## config.mk

```make
export PLATFORM = sky130hd
export DESIGN_NAME = irq_admit_gate
export DESIGN_NICKNAME = d
export VERILOG_FILES = /design/src/rtl/irq_gate_pkg.sv /design/src/rtl/irq_gate_ctrl.sv /design/src/rtl/irq_gate_datapath.sv /design/src/rtl/irq_admit_gate.sv
export SDC_FILE = /design/constraint.sdc
export NUM_CORES = 1
export LEC_CHECK = 0
export BUFFER_PORTS_ARGS = -buffer_cell sky130_fd_sc_hd__buf_2
export CAP_MARGIN = 20
export CORE_MARGIN = 2
export CORE_UTILIZATION = 45
export CTS_CLUSTER_DIAMETER = 200
export DETAILED_ROUTE_END_ITERATION = 10
export PLACE_DENSITY = 0.83
export SLEW_MARGIN = 20
export SYNTH_ARGS = -nofsm -noshare
export SYNTH_HDL_FRONTEND = slang
export SYNTH_SLANG_ARGS = --single-unit
```

## constraint.sdc

```tcl
create_clock -name clk -period 1.6 [get_ports clk]
set_input_delay 0.16 -clock clk [delete_from_list [all_inputs] [get_ports clk]]
set_output_delay 0.16 -clock clk [all_outputs]
set_load 0.01 [all_outputs]
```

## src/rtl/irq_gate_pkg.sv

```systemverilog
package irq_gate_pkg;

  typedef enum logic [1:0] {
    SEL_GLOBAL = 2'd0,
    SEL_FAULT  = 2'd1,
    SEL_FLOOR  = 2'd2,
    SEL_CTRL   = 2'd3
  } reg_sel_t;

  typedef struct packed {
    logic wrGlobal;
    logic wrFault;
    logic wrFloor;
    logic wrCtrl;
  } wr_strobe_t;

endpackage

```

## src/rtl/irq_gate_ctrl.sv

```systemverilog
module irq_gate_ctrl (
  input  logic                     clk,
  input  logic                     rstN,
  input  logic                     regWrEn,
  input  irq_gate_pkg::reg_sel_t   regWrSel,
  input  logic                     ctrlUnpriv,
  output irq_gate_pkg::wr_strobe_t strb
);
  import irq_gate_pkg::*;

  logic wrAllowed;

  assign wrAllowed = regWrEn && !ctrlUnpriv;

  always_comb begin
    strb = '0;
    if (wrAllowed) begin
      unique case (regWrSel)
        SEL_GLOBAL: strb.wrGlobal = 1'b1;
        SEL_FAULT:  strb.wrFault  = 1'b1;
        SEL_FLOOR:  strb.wrFloor  = 1'b1;
        SEL_CTRL:   strb.wrCtrl   = 1'b1;
        default:    strb          = '0;
      endcase
    end
  end

  // at most one register is targeted per write
  a_r8_single_target: assert property (@(posedge clk) disable iff (!rstN)
    $onehot0(strb));

  // no strobe leaves the control while unprivileged
  a_r9_no_strobe_unpriv: assert property (@(posedge clk) disable iff (!rstN)
    ctrlUnpriv |-> (strb == '0));

endmodule

```

## src/rtl/irq_gate_datapath.sv

```systemverilog
module irq_gate_datapath #(
  parameter int PRIO_W = 8
) (
  input  logic                     clk,
  input  logic                     rstN,
  input  irq_gate_pkg::wr_strobe_t strb,
  input  logic [PRIO_W-1:0]        wrData,
  input  irq_gate_pkg::reg_sel_t   rdSel,
  output logic [PRIO_W-1:0]        rdData,
  output logic                     ctrlUnpriv,
  input  logic                     irqPending,
  input  logic [PRIO_W-1:0]        irqPrio,
  input  logic                     irqIsNmi,
  input  logic                     irqIsHardFault,
  output logic                     takeIrq
);
  import irq_gate_pkg::*;

  localparam int PAD_W = PRIO_W - 1;
  localparam int CTRL_PAD_W = PRIO_W - 2;

  logic              globalMask;
  logic              faultMask;
  logic [PRIO_W-1:0] prioFloor;
  logic              ctrlPsp;

  logic floorActive;
  logic passFloor;
  logic ordinaryOk;
  logic faultClassOk;

  always_ff @(posedge clk or negedge rstN) begin
    if (!rstN) begin
      globalMask <= 1'b0;
      faultMask  <= 1'b0;
      prioFloor  <= '0;
      ctrlUnpriv <= 1'b0;
      ctrlPsp    <= 1'b0;
    end else begin
      if (strb.wrGlobal) globalMask <= wrData[0];
      if (strb.wrFault)  faultMask  <= wrData[0];
      if (strb.wrFloor)  prioFloor  <= wrData;
      if (strb.wrCtrl) begin
        ctrlUnpriv <= wrData[0];
        ctrlPsp    <= wrData[1];
      end
    end
  end

  always_comb begin
    unique case (rdSel)
      SEL_GLOBAL: rdData = {{PAD_W{1'b0}}, globalMask};
      SEL_FAULT:  rdData = {{PAD_W{1'b0}}, faultMask};
      SEL_FLOOR:  rdData = prioFloor;
      SEL_CTRL:   rdData = {{CTRL_PAD_W{1'b0}}, ctrlPsp, ctrlUnpriv};
      default:    rdData = '0;
    endcase
  end

  assign floorActive  = (prioFloor != '0);
  assign passFloor    = !floorActive || (irqPrio < prioFloor);
  assign ordinaryOk   = !globalMask && passFloor;
  assign faultClassOk = !faultMask && (irqIsHardFault || ordinaryOk);
  assign takeIrq      = irqPending && (irqIsNmi || faultClassOk);

  // nothing taken without a pending request
  a_r7_idle_quiet: assert property (@(posedge clk) disable iff (!rstN)
    !irqPending |-> !takeIrq);

  // non-maskable requests always pass
  a_r6_nmi_taken: assert property (@(posedge clk) disable iff (!rstN)
    (irqPending && irqIsNmi) |-> takeIrq);

  // fault-level mask leaves only non-maskable requests
  a_r3_fault_blocks: assert property (@(posedge clk) disable iff (!rstN)
    (faultMask && !irqIsNmi) |-> !takeIrq);

  // global mask blocks ordinary requests
  a_r2_global_blocks: assert property (@(posedge clk) disable iff (!rstN)
    (globalMask && !irqIsNmi && !irqIsHardFault) |-> !takeIrq);

  // register state frozen while unprivileged
  a_r9_frozen: assert property (@(posedge clk) disable iff (!rstN)
    ctrlUnpriv |=> ($stable(globalMask) && $stable(faultMask) &&
                    $stable(prioFloor) && $stable(ctrlPsp) && ctrlUnpriv));

  // floor write lands on the next edge
  a_r8_floor_write: assert property (@(posedge clk) disable iff (!rstN)
    strb.wrFloor |=> (prioFloor == $past(wrData)));

endmodule

```

## src/rtl/irq_admit_gate.sv

```systemverilog
module irq_admit_gate #(
  parameter int PRIO_W = 8
) (
  input  logic              clk,
  input  logic              rstN,
  input  logic              regWrEn,
  input  logic [1:0]        regWrSel,
  input  logic [PRIO_W-1:0] regWrData,
  input  logic [1:0]        regRdSel,
  output logic [PRIO_W-1:0] regRdData,
  input  logic              irqPending,
  input  logic [PRIO_W-1:0] irqPrio,
  input  logic              irqIsNmi,
  input  logic              irqIsHardFault,
  output logic              takeIrq
);
  import irq_gate_pkg::*;

  wr_strobe_t strb;
  logic       ctrlUnpriv;

  irq_gate_ctrl u_ctrl (
    .clk        (clk),
    .rstN       (rstN),
    .regWrEn    (regWrEn),
    .regWrSel   (reg_sel_t'(regWrSel)),
    .ctrlUnpriv (ctrlUnpriv),
    .strb       (strb)
  );

  irq_gate_datapath #(.PRIO_W(PRIO_W)) u_dp (
    .clk            (clk),
    .rstN           (rstN),
    .strb           (strb),
    .wrData         (regWrData),
    .rdSel          (reg_sel_t'(regRdSel)),
    .rdData         (regRdData),
    .ctrlUnpriv     (ctrlUnpriv),
    .irqPending     (irqPending),
    .irqPrio        (irqPrio),
    .irqIsNmi       (irqIsNmi),
    .irqIsHardFault (irqIsHardFault),
    .takeIrq        (takeIrq)
  );

endmodule

```

# Yosys cells after proc, flatten, opt, wreduce, memory -nomap -nowiden
# Cells that the tools add are included.
# classes
order_cmp	1
eq_ne	6
n_mux	6
reduce_logical	14
# ops
op	count
8-bit case mux with 4 select lines	1
2-bit equality test, second input constant	4
8-bit less-than comparator	1
8-bit nonzero test	1
2-bit by 1-bit equality test with 1-bit output, second input constant	2
1-bit logical AND	4
1-bit logical NOT	4
2-bit logical NOT	2
1-bit two-way mux	4
4-bit two-way mux	1
1-bit logical OR	3
# word_totals
register_bits	12
inputBits	26
output_inout_bits	9
word_cells	32

# Logic depth before layout (Yosys ltp)
# Gate-level depths: netlist of run 1.
# depth
word_depth	8
depth_mapped	5
mapped_depth_nobuf	5

# Hierarchy
# Synthesis of run 1 repeated with hierarchy kept, for this count alone.
# hier_totals
cells_unflattened	79
area_unflattened_um2	789.5
# modules_own_cells
module	n_inst	cells_per_inst	area_each_um2	seq_area_each_um2
irq_gate_datapath	1	75	739.5	300.3
irq_gate_ctrl	1	4	50.0	0.0

# Least setup slack after synthesis of run 1
# No wires, ideal clock.
# synth_timing
path_type	reg-to-output
from	register u_dp.prioFloor[7]
to	output takeIrq
arrival_time_ns	1.220
required_ns	1.440
path_slack_ns	0.220
stages_incl_launch_ff	6
n_path_buf	0
path_cell_list	dfrtp_1 -> inv_1 -> ha_1 -> a41oi_1 -> a221oi_1 -> o211ai_1
# synth_between
elab_chain_len	8
elab_cells_between_ends	9
cone_classes	1 x order compare; 8 x reduce/logical
# synth_rtl
item	line	rtl
from (decl)	irq_gate_datapath.sv:24	logic [PRIO_W-1:0] prioFloor;
from (signal assigned)	irq_gate_datapath.sv:42	if (strb.wrFloor) prioFloor <= wrData;
parallel branches: the longest is 2 deep, another holds 8-bit less-than comparator	--	
1-bit logical OR (*)	irq_gate_datapath.sv:61	assign passFloor = !floorActive || (irqPrio < prioFloor);
1-bit logical AND (*)	irq_gate_datapath.sv:62	assign ordinaryOk = !globalMask && passFloor;
1-bit logical OR (*)	irq_gate_datapath.sv:63	assign faultClassOk = !faultMask && (irqIsHardFault || ordinaryOk);
1-bit logical AND (*)	irq_gate_datapath.sv:63	
1-bit logical OR (*)	irq_gate_datapath.sv:64	assign takeIrq = irqPending && (irqIsNmi || faultClassOk);
1-bit logical AND (*)	irq_gate_datapath.sv:64	
to (decl)	irq_admit_gate.sv:15	output logic takeIrq
# Every way passes the cells marked *.

# Worst setup path after layout of run 1
# layout_timing
from	register u_dp.prioFloor[5]
to	output takeIrq
# Same word-level chain as after synthesis.

==> results of run 1 <==
-- routing by layer --
metal  part of all wire  wire, um  GRT usage
met2               0.49      1078     0.3667
met1               0.41       907     0.2938
met3              0.068       150    0.01190
met4              0.026        58     0.1200
met5                  0         0          0
-- power groups by stage --
stage / Sequential, mW / Clock (mW) / Combinational, mW
5_1_grt: 0.502 / 0.270 / 0.861
3_3_place_gp: 0.501 / 0 / 0.429
2_1_floorplan: 0.475 / 0 / 0.312
6_report: 0.495 / 0.249 / 0.783
3_5_place_dp: 0.504 / 0 / 0.455
4_1_cts: 0.491 / 0.246 / 0.650
-- worst min-delay path by stage --
stage	start	end	slack, ns	cells after the start
floorplan	rstN	u_dp.ctrlPsp	-0.14	0
global placement	rstN	u_dp.prioFloor[7]	0.05	1
detailed placement	rstN	u_dp.prioFloor[7]	0.05	1
CTS	regWrData[7]	u_dp.prioFloor[7]	0.08	3
global route	regWrData[6]	u_dp.prioFloor[6]	0.08	3
finish	regWrData[7]	u_dp.prioFloor[7]	0.08	3
-- what timing repair did --
action                                  4_1_cts  5_1_grt
endpoints found under the hold margin        12        0
pin swaps                                     2        4
endpoints found under the setup margin        1        1
hold buffers                                  1        0
buffers inserted                              6        3
gates resized for setup                      11        8
-- flip-flops by register name (all words and copies together), names as in the netlist --
| signal | flops |
|---|---|
| u_dp.ctrlPsp | 1 |
| u_dp.ctrlUnpriv | 1 |
| u_dp.faultMask | 1 |
| u_dp.globalMask | 1 |
| u_dp.prioFloor | 8 |
-- cell usage after synthesis (all sizes together) --
| cell | instances | area [um2] |
|---|---|---|
| a41oi | 1 | 8.760 |
| a21oi | 1 | 5.000 |
| nor2b | 3 | 18.77 |
| inv | 8 | 30.03 |
| a221oi | 1 | 8.760 |
| and2 | 6 | 37.54 |
| buf | 2 | 27.53 |
| nor3 | 1 | 5.000 |
| nand4b | 1 | 8.760 |
| mux2i | 1 | 10.01 |
| mux2 | 3 | 33.78 |
| nor2 | 1 | 3.750 |
| o211ai | 2 | 15.01 |
| o21ai | 11 | 62.56 |
| nand2 | 11 | 46.29 |
| ha | 7 | 87.58 |
| dfrtp | 12 | 300.3 |
| nor3b | 1 | 7.510 |
| mux4 | 1 | 22.52 |
| nor4b | 1 | 8.760 |
| nand3 | 1 | 5.000 |
| a41o | 1 | 11.26 |
| nor4 | 3 | 18.77 |
| nor4bb | 1 | 10.01 |
-- cell families after synthesis --
logic type	after synthesis
flip-flops	12
multiplexers	5
adder cells (fa/ha/maj)	7
buffers and inverters	10
AO/OA/AOI/OAI	17
AND/OR/NAND/NOR	30
-- through the flow --
| stage | cell area, um2 | setup TNS, ns |
|---|---|---|
| floorplan | 793.3 | 0 |
| global placement | 970.9 | -0.01190 |
| detailed placement | 970.9 | 0 |
| CTS | 1120 | -0.1155 |
| global route | 1182 | -0.2428 |
| finish | 1182 | -0.1649 |
-- worst register-to-register path, stage by stage (launching register included) --
cell and delay, ns:
dfrtp_1 0.45, nor4b_1 0.43, mux2_2 0.38
-- layout by cell type, fill, tap and decap left out, types with 2 or more instances in the layout --
cell,Yosys,routed
and2_1,6,6
buf_2,0,34
buf_4,1,10
clkbuf_4,0,3
dfrtp_1,12,12
ha_4,0,5
inv_1,8,4
inv_2,0,4
mux2_2,3,3
nand2_1,9,9
nand2_2,2,2
nor2b_1,3,3
nor4_1,3,2
o211ai_1,2,2
o21ai_0,9,7
o21ai_2,2,3
-- final cells by class --
cell class	instances	area, um2	share of cell area
tap	17	21.27	0.01799
inverter	8	30.03	0.02540
timing repair buffer	45	255.2	0.2159
multi-input combinational	59	539.3	0.4561
clock buffer	4	36.28	0.03069
sequential	12	300.3	0.2540
==> impl_results.md, run 1 <==
- Status: finished, violations left
- Failing checks: setup timing
- Crit-path max FO: 3
- Die area: 2115 um2
- CP max stage delay: 0.39 ns
- Syn Std Cell Area: 793.3 um2
- #FFs+latches synth: 12
- Worst reg2reg path depth: 2
- RSZ-0062 raised after global routing: yes
- Congestion Overflow GR: 0
- Initial Util: 0.4696
- Worst path slowest cell: dfrtp_1
- Setup crit start kind: flop
- First-pass GRT wire length: 3270 um
- Htree depth: 1
- Largest family of logic cells by synthesized area: simple AND/OR/NAND/NOR gates
- Post-Layout Cell Count: 145
- Syn Area/Cell: 9.793 um2
- Worst path depth: 6
- Port Buf Inserts: 34
- Slew HR: 0.7390
- Pwr dens: 1292 nW/um2
- Endpoint type of the worst setup path: primary output
- Final setup viols: 1
- CP endpoint: takeIrq
- Fin nets: 162
- Total GRT Usage: 0.2241
- Total power: 1.527 mW
- Largest net degree at the start of global routing: 17
- 1st-pass router iterations: 4
- Maximum clock path buffer count: 2
- Worst slack, placed: 0.02603 ns
- Clock sink total: 12
- Sw power: 551.1 uW
- Fillers: 125
- Critical path, cell by cell: inv_2 -> ha_4 -> a41oi_2 -> a221oi_2 -> o211ai_1 -> buf_2
- Hold/Removal Path Class: in2reg
- Part of the power in registers: 0.324
- Die width: 45.99 um
- TritonCTS clock tree: built
- Max_cap viols: 0
- Cells after DPL: 131
- Post-route DRC violation count: 0
- P_int: 976.0 uW
- Mux contribution to synthesized area: 0.08360
- Chip Height: 45.99 um
- Layout cells sized above 1: 0.5625
- Critical Path Source: u_dp.prioFloor[5]
- Final Max Tran Viols: 0
- Vias in the first global route: 761
- Routed vias/inst: 5.503
- Crit path max-delay family: compound AO/OA/AOI/OAI gates
- Fmax: 566.6 MHz
- Final WS setup: -0.1649 ns
- CP Buf/Inv Count: 2
- Core Util, Final: 0.7000
- Final Cycle Share: 1.103
- Worst path required time: 1.44 ns
- Fin Hold WS: 0.07817 ns
- Final min period: 1.765 ns
- Lkg Pwr: 0.5469 nW
- Post-synthesis cell type count: 27
- Core ar.: 1689 um2
- Routed vias: 798
- Post-synthesis compound-gate area fraction: 0.1404
- WL final: 2194 um
- Simple-gate share of the synthesized area: 0.2145
- Routed Antenna Nets: 0
- Class of the most critical setup path: reg2out
- Post-Syn Instances: 81
- Combinational share of power: 0.513
- Worst VDD drop: 0.6762 mV
- Core Rows: 15
- FF-to-FF End: u_dp.globalMask
- Total number of yosys warnings: 0
- Slew of the pin with the lowest slew margin: 0.3861 ns
- Worst path arrival time: 1.60 ns
- Hold Vio Cnt, Final: 0
- Dpl hpwl: 1442 um
- IO Pins: 35
- Layout Skew: 0.005696 ns
- Sequential area share after synthesis: 0.3785
- Switch share: 0.3609
- Reg2Reg Launch Point: u_dp.ctrlUnpriv
- Layout area overhead: 49.05%
- # diodes: 0
- Clk root buf: clkbuf_4
- Worst-path clk slew: 0.08 ns
- Num CTS Buffers: 3
- RePlAce Congestion: 0.8324
- XOR/XNOR Fraction of Synth Area: 0
- Post-Syn Nets: 114
- Initial DRC count: 19
- Worst-Skew Late Latency: 0.28 ns
- Initial antenna violation count: 0
- WL/cell: 15.13 um
- R2r setup slk: 0.24 ns
- Post-Synth Adder-Cell Area: 0.1104
- Clock share of power: 0.163
Note: power is estimated with default switching activity, not from simulation.
==> inputs of run 2 (changes only) <==
--- a/config.mk
+++ b/config.mk
@@ -8,10 +8,10 @@
 export BUFFER_PORTS_ARGS = -buffer_cell sky130_fd_sc_hd__buf_2
 export CAP_MARGIN = 20
 export CORE_MARGIN = 2
-export CORE_UTILIZATION = 45
+export CORE_UTILIZATION = 41
 export CTS_CLUSTER_DIAMETER = 200
 export DETAILED_ROUTE_END_ITERATION = 10
-export PLACE_DENSITY = 0.83
+export PLACE_DENSITY = 0.8
 export SLEW_MARGIN = 20
 export SYNTH_ARGS = -nofsm -noshare
 export SYNTH_HDL_FRONTEND = slang
==> constraint.sdc (replaced) <==
create_clock -name clk -period 1.5 [get_ports clk]
set_input_delay 0.15 -clock clk [delete_from_list [all_inputs] [get_ports clk]]
set_output_delay 0.15 -clock clk [all_outputs]
set_load 0.01 [all_outputs]
==> run 2 against run 1 <==
  * The run still ends with setup timing left
  * Critical path depth unchanged
  * Worst setup slack got worse by 0.12 ns
  * Clock-buffer cell count unchanged
  * Non-clock buffer count increased by 2
  * Combinational power increased by 12%
  * Critical endpoint unchanged
  * Highest routed layer unchanged
==> impl_results.md, run 2 (synthesis results as in run 1) <==
- Status: finished, violations left
- Failing checks: setup timing
- Core ar.: 1764 um2 (+4.4%)
- Die area: 2303 um2 (+8.9%)
- Clk root buf: clkbuf_4
- Hold Vio Cnt, Final: 0 (unchanged)
- Most frequent cells in the layout: buf_2, buf_4, dfrtp_1
- 1st-pass router iterations: 4 (unchanged)
- WL/cell: 16.40 um (+8.4%)
- Final setup viols: 2 (+1)
- Final instance area: 1224 um2 (+3.5%)
- First-pass GRT wire length: 3615 um (+11%)
- Routed vias: 838 (+5.0%)
- Dpl hpwl: 1565 um (+8.5%)
- Worst VDD drop: 0.9473 mV (+40%)
- IO Pins: 35 (unchanged)
- Slew of the pin with the lowest slew margin: 0.3806 ns (-0.005524 ns)
- Total power: 1.683 mW (+10%)
- Worst path slowest cell: dfrtp_1
- Worst slack, placed: -0.06989 ns (-0.09592 ns)
- Layout Skew: 0.003225 ns (-0.002470 ns)
- Largest Register: u_dp.prioFloor
- Commonest non-fill, non-tap cell in the layout: buf_2
- Crit path max-delay family: compound AO/OA/AOI/OAI gates
- Layout area overhead: 54.26%
- Largest net degree at the start of global routing: 17 (unchanged)
- Initial Util: 0.4496 (-0.01998)
- Sequential Area: 300.3 um2 (unchanged)
- Max_cap viols: 0 (unchanged)
- Routed Antenna Nets: 0 (unchanged)
- Post-DP Area: 1041 um2 (+7.2%)
- Worst path required time: 1.35 ns (-0.09 ns)
- Congestion Overflow GR: 0 (unchanged)
- Fin nets: 164 (+1.2%)
- Initial DRC count: 28 (+9)
- Core Rows: 15 (unchanged)
- CP Buf/Inv Count: 2 (unchanged)
- Critical Path Source: u_dp.prioFloor[2]
- Reg2Reg Launch Point: u_dp.ctrlUnpriv
- Final Max Tran Viols: 0 (unchanged)
- Chip Height: 47.99 um (+4.3%)
- Port Buf Inserts: 34 (unchanged)
- FF-to-FF End: u_dp.faultMask
- Worst path arrival time: 1.63 ns (+0.03 ns)
- Total GRT Usage: 0.2421 (+0.01795)
- Critical path, cell by cell: inv_1 -> ha_4 -> o21ai_2 -> a221oi_2 -> o211ai_1 -> buf_2
- Post-Layout Cell Count: 155 (+6.9%)
- Max FFs per register: 8 (unchanged)
- Setup crit start kind: flop
- Worst path depth: 6 (unchanged)
- Worst-Skew Late Latency: 0.29 ns (about the same)
- TritonCTS clock tree: built
- Final min period: 1.784 ns
- Multi-input gate area: 549.3 um2 (+1.9%)
- Clock sink total: 12 (unchanged)
- Maximum clock path buffer count: 2 (unchanged)
- Vias in the first global route: 835 (+9.7%)
- Cells after DPL: 147 (+12%)
- Post-route DRC violation count: 0 (unchanged)
- Final WS setup: -0.2836 ns (-0.1187 ns)
- Layout cells sized above 1: 0.5538 (-0.008654)
- Htree depth: 1 (unchanged)
- R2r setup slk: 0.04 ns (-0.20 ns)
- Slew HR: 0.7458 (+0.006787)
- CP max stage delay: 0.38 ns (about the same)
- # diodes: 0 (unchanged)
- Worst reg2reg path depth: 4 (+2)
- RePlAce Congestion: 0.8489 (+2.0%)
- Hold/Removal Path Class: in2reg
- Initial antenna violation count: 0 (unchanged)
- Lkg Pwr: 0.5609 nW (+2.6%)
- Num CTS Buffers: 3 (unchanged)
- Class of the most critical setup path: reg2out
- Final Cycle Share: 1.189
- CP endpoint: takeIrq
- Fmax: 560.6 MHz
- Pwr dens: 1375 nW/um2 (+6.5%)
- Fillers: 144 (+15%)
- Crit-path max FO: 2 (-1)
- RSZ-0062 raised after global routing: yes
- Routed vias/inst: 5.406 (-1.8%)
- Worst-path clk slew: 0.08 ns (about the same)
- Endpoint type of the worst setup path: primary output
- Fin Hold WS: 0.05445 ns (-0.02372 ns)
- Die width: 47.99 um (+4.3%)
- WL final: 2542 um (+16%)
[run 2: layout make-up]
class / count / area share
multi-input combinational: 59 / 0.4489
sequential: 12 / 0.2454
timing repair buffer: 47 / 0.2260
clock buffer: 4 / 0.02965
tap: 25 / 0.02556
inverter: 8 / 0.02454
[run 2: power by group]
group          total [mW]  switching, mW  internal, mW  leakage (nW)
Combinational       0.878          0.403         0.475         0.397
Sequential          0.529         0.0895         0.439         0.143
Clock               0.276          0.128         0.148        0.0210
[run 2: worst register-to-register path, delay by kind of cell, from the launching register on]
family                 cells  cell delay [ns]
buffers and inverters      2             0.29
flip-flops                 1             0.39
multiplexers               1             0.37
AND/OR/NAND/NOR            1             0.30
[run 2: repair_timing]
action / 4_1_cts / 5_1_grt
endpoints found under the setup margin: 2 / 2
endpoints found under the hold margin: 12 / 0
hold buffers: 1 / 0
resized for setup: 11 / 7
pin swaps: 3 / 2
setup buffers: 2 / 1
[run 2: metal layers]
layer  share of wire  track usage
met1            0.37       0.2664
met2            0.51       0.4107
met3           0.066      0.05660
met4           0.052       0.1622
met5               0            0
[run 2: worst min-delay path by stage]
stage	startpoint	end	slack [ns]	cells past startpoint
final	regWrData[7]	u_dp.prioFloor[7]	0.05	3
after global routing	regWrData[7]	u_dp.prioFloor[7]	0.06	3
after CTS	regWrData[7]	u_dp.prioFloor[7]	0.06	3
after detailed placement	rstN	u_dp.prioFloor[3]	0.04	1
after global placement	rstN	u_dp.prioFloor[7]	0.04	1
after floorplan	rstN	u_dp.ctrlPsp	-0.15	0
[run 2: stage by stage]
step,utilization,TNS [ns]
2_1_floorplan,-,0
3_3_place_gp,0.5901,-0.01255
3_5_place_dp,0.5901,-0.06989
4_1_cts,0.6574,-0.2561
5_1_grt,0.6936,-0.3626
6_report,0.6936,-0.2844
==> inputs of run 3 (changes only) <==
--- a/config.mk
+++ b/config.mk
@@ -6,11 +6,11 @@
 export NUM_CORES = 1
 export LEC_CHECK = 0
 export BUFFER_PORTS_ARGS = -buffer_cell sky130_fd_sc_hd__buf_2
-export CAP_MARGIN = 20
 export CORE_MARGIN = 2
 export CORE_UTILIZATION = 41
 export CTS_CLUSTER_DIAMETER = 200
 export DETAILED_ROUTE_END_ITERATION = 10
+export HOLD_SLACK_MARGIN = 0.15
 export PLACE_DENSITY = 0.8
 export SLEW_MARGIN = 20
 export SYNTH_ARGS = -nofsm -noshare
==> run 3 against run 2 <==
  * Largest power group unchanged
  * Non-clock buffer count rose by 9
  * Sequential power barely moved
  * The run still ends with setup timing left
  * Combinational power rose by 6.6%
  * Critical path depth did not move
  * Via count rose by 9.9%
  * Final cell count rose by 5.8%
==> impl_results.md, run 3 (synthesis results as in run 1) <==
- Status: finished, violations left
- Failing checks: setup timing
- Fillers: 134 (-6.9%)
- Worst path arrival time: 1.67 ns (+0.04 ns)
- Max_cap viols: 0 (unchanged)
- Worst path required time: 1.35 ns (about the same)
- Congestion Overflow GR: 0 (unchanged)
- Hold_sp: regWrData[0]
- Hold/Removal Path Class: in2reg
- Slew of the pin with the lowest slew margin: 0.4177 ns (+0.03715 ns)
- # diodes: 0 (unchanged)
- Initial Util: 0.4496 (unchanged)
- Final WS setup: -0.3223 ns (-0.03864 ns)
- Final setup viols: 2 (unchanged)
- 1st-pass router iterations: 4 (unchanged)
- Routed vias: 921 (+9.9%)
- Die area: 2303 um2 (unchanged)
- Total GRT Usage: 0.2577 (+0.01564)
- Chip Height: 47.99 um (unchanged)
- Sequential Area: 300.3 um2 (unchanged)
- Multi-input gate area: 543.0 um2 (-1.1%)
- Slew HR: 0.7210 (-0.02482)
- Fmax: 548.8 MHz (-2.1%)
- Num CTS Buffers: 3 (unchanged)
- Largest Register: u_dp.prioFloor
- CP max stage delay: 0.38 ns (about the same)
- RSZ-0062 raised after global routing: yes
- Vias in the first global route: 875 (+4.8%)
- Final Max Tran Viols: 0 (unchanged)
- FF-to-FF End: u_dp.prioFloor[0]
- WL/cell: 18.44 um (+12%)
- Worst-path clk slew: 0.08 ns (about the same)
- Commonest non-fill, non-tap cell in the layout: buf_2
- TritonCTS clock tree: built
- Class of the most critical setup path: reg2out
- Layout Skew: 0.0006687 ns (-0.002557 ns)
- Routed Antenna Nets: 0 (unchanged)
- Max FFs per register: 8 (unchanged)
- Htree depth: 1 (unchanged)
- Lkg Pwr: 0.5974 nW (+6.5%)
- First-pass GRT wire length: 3870 um (+7.1%)
- End of the worst hold path: u_dp.faultMask
- Core ar.: 1764 um2 (unchanged)
- Clk root buf: clkbuf_4
- Hold Path Stages: 2 (-1)
- Fin nets: 173 (+5.5%)
- Core Rows: 15 (unchanged)
- Hold Vio Cnt, Final: 0 (unchanged)
- Largest net degree at the start of global routing: 17 (unchanged)
- Layout area overhead: 63.41%
- Final min period: 1.822 ns (+0.03864 ns)
- Total power: 1.738 mW (+3.3%)
- IO Pins: 35 (unchanged)
- R2r setup slk: -0.01 ns (-0.05 ns)
- Crit-path max FO: 2 (unchanged)
- Reg2Reg Launch Point: u_dp.ctrlUnpriv
- Maximum clock path buffer count: 2 (unchanged)
- Initial antenna violation count: 0 (unchanged)
- Worst reg2reg path depth: 5 (+1)
- Clock sink total: 12 (unchanged)
- Post-route DRC violation count: 0 (unchanged)
- Port Buf Inserts: 34 (unchanged)
- Pwr dens: 1341 nW/um2 (-2.5%)
- Routed vias/inst: 5.616 (+3.9%)
- Die width: 47.99 um (unchanged)
- Setup crit start kind: flop
- Endpoint type of the worst setup path: primary output
- WL final: 3024 um (+19%)
- Worst-Skew Late Latency: 0.28 ns (about the same)
- Worst VDD drop: 0.9287 mV (-2.0%)
- Dpl hpwl: 1565 um (unchanged)
- Final instance area: 1296 um2 (+5.9%)
- Most frequent cells in the layout: buf_2, buf_4, dfrtp_1
- Final Cycle Share: 1.215 (+0.02576)
- Initial DRC count: 49 (+75%)
- RePlAce Congestion: 0.8489 (unchanged)
- Layout cells sized above 1: 0.5396 (-0.01428)
- Worst path slowest cell: dfrtp_1
- Post-DP Area: 1041 um2 (unchanged)
- Critical path, cell by cell: inv_1 -> ha_4 -> o21ai_2 -> a221oi_2 -> o211ai_1 -> buf_2
[run 3: cell types whose count changed in the layout (fill, tap and decap cells not counted), sizes merged]
cell,previous run,this run
buf,46,48
dlygate4sd3,1,8
[run 3: worst max-delay path by stage]
stage | startpoint | to | slack [ns] | cells after the start
6_report | u_dp.prioFloor[2] | takeIrq | -0.32 | 6
5_1_grt | u_dp.prioFloor[1] | takeIrq | -0.37 | 6
4_1_cts | u_dp.prioFloor[3] | takeIrq | -0.26 | 6
3_5_place_dp | u_dp.prioFloor[7] | takeIrq | -0.07 | 6
3_3_place_gp | u_dp.prioFloor[7] | takeIrq | -0.01 | 6
2_1_floorplan | u_dp.prioFloor[7] | takeIrq | 0.13 | 5
[run 3: metrics by stage]
step	util	instances	setup slack [ns]	TNS, ns	hold slack (ns)
finish	0.7348	164	-0.3223	-0.3311	0.1718
global placement	0.5901	147	-0.01255	-0.01255	0.04499
CTS	0.6972	161	-0.2561	-0.2561	0.1513
detailed placement	0.5901	147	-0.06989	-0.06989	0.04410
floorplan	-	81	0.1298	0	-0.1456
global route	0.7348	164	-0.3732	-0.4071	0.1723
[run 3: routing by layer]
| layer | wire (um) | GRT usage |
|---|---|---|
| met5 | 0 | 0 |
| met4 | 168 | 0.1622 |
| met3 | 185 | 0.04151 |
| met2 | 1525 | 0.4453 |
| met1 | 1144 | 0.2923 |
[run 3: worst max-delay path, delay by kind of cell, from the launching register on]
kind	cells	cell delay (ns)
AOI/OAI and AO/OA	3	0.49
adders and majority gates	1	0.27
buffers and inverters	2	0.24
DFF	1	0.38
[run 3: power by group]
group | leakage [nW] | switching, mW | internal [mW]
Clock | 0.0210 | 0.122 | 0.148
Combinational | 0.433 | 0.441 | 0.494
Sequential | 0.143 | 0.0926 | 0.440
[run 3: what timing repair did]
| item | in CTS | in global routing |
|---|---|---|
| endpoints found under the hold margin | 20 | 0 |
| endpoints found under the setup margin | 2 | 2 |
| gates resized for setup | 11 | 7 |
| setup buffers | 2 | 3 |
| hold buffers | 8 | 0 |
| gates cloned | 0 | 0 |
| pin swaps | 3 | 5 |
[run 3: final cells by class]
cell class / count / share of cell area
Inverter: 8 / 0.02317
Sequential cell: 12 / 0.2317
Tap cell: 25 / 0.02413
Timing Repair Buffer: 56 / 0.2741
Clock buffer: 4 / 0.02799
Multi-Input combinational cell: 59 / 0.4189
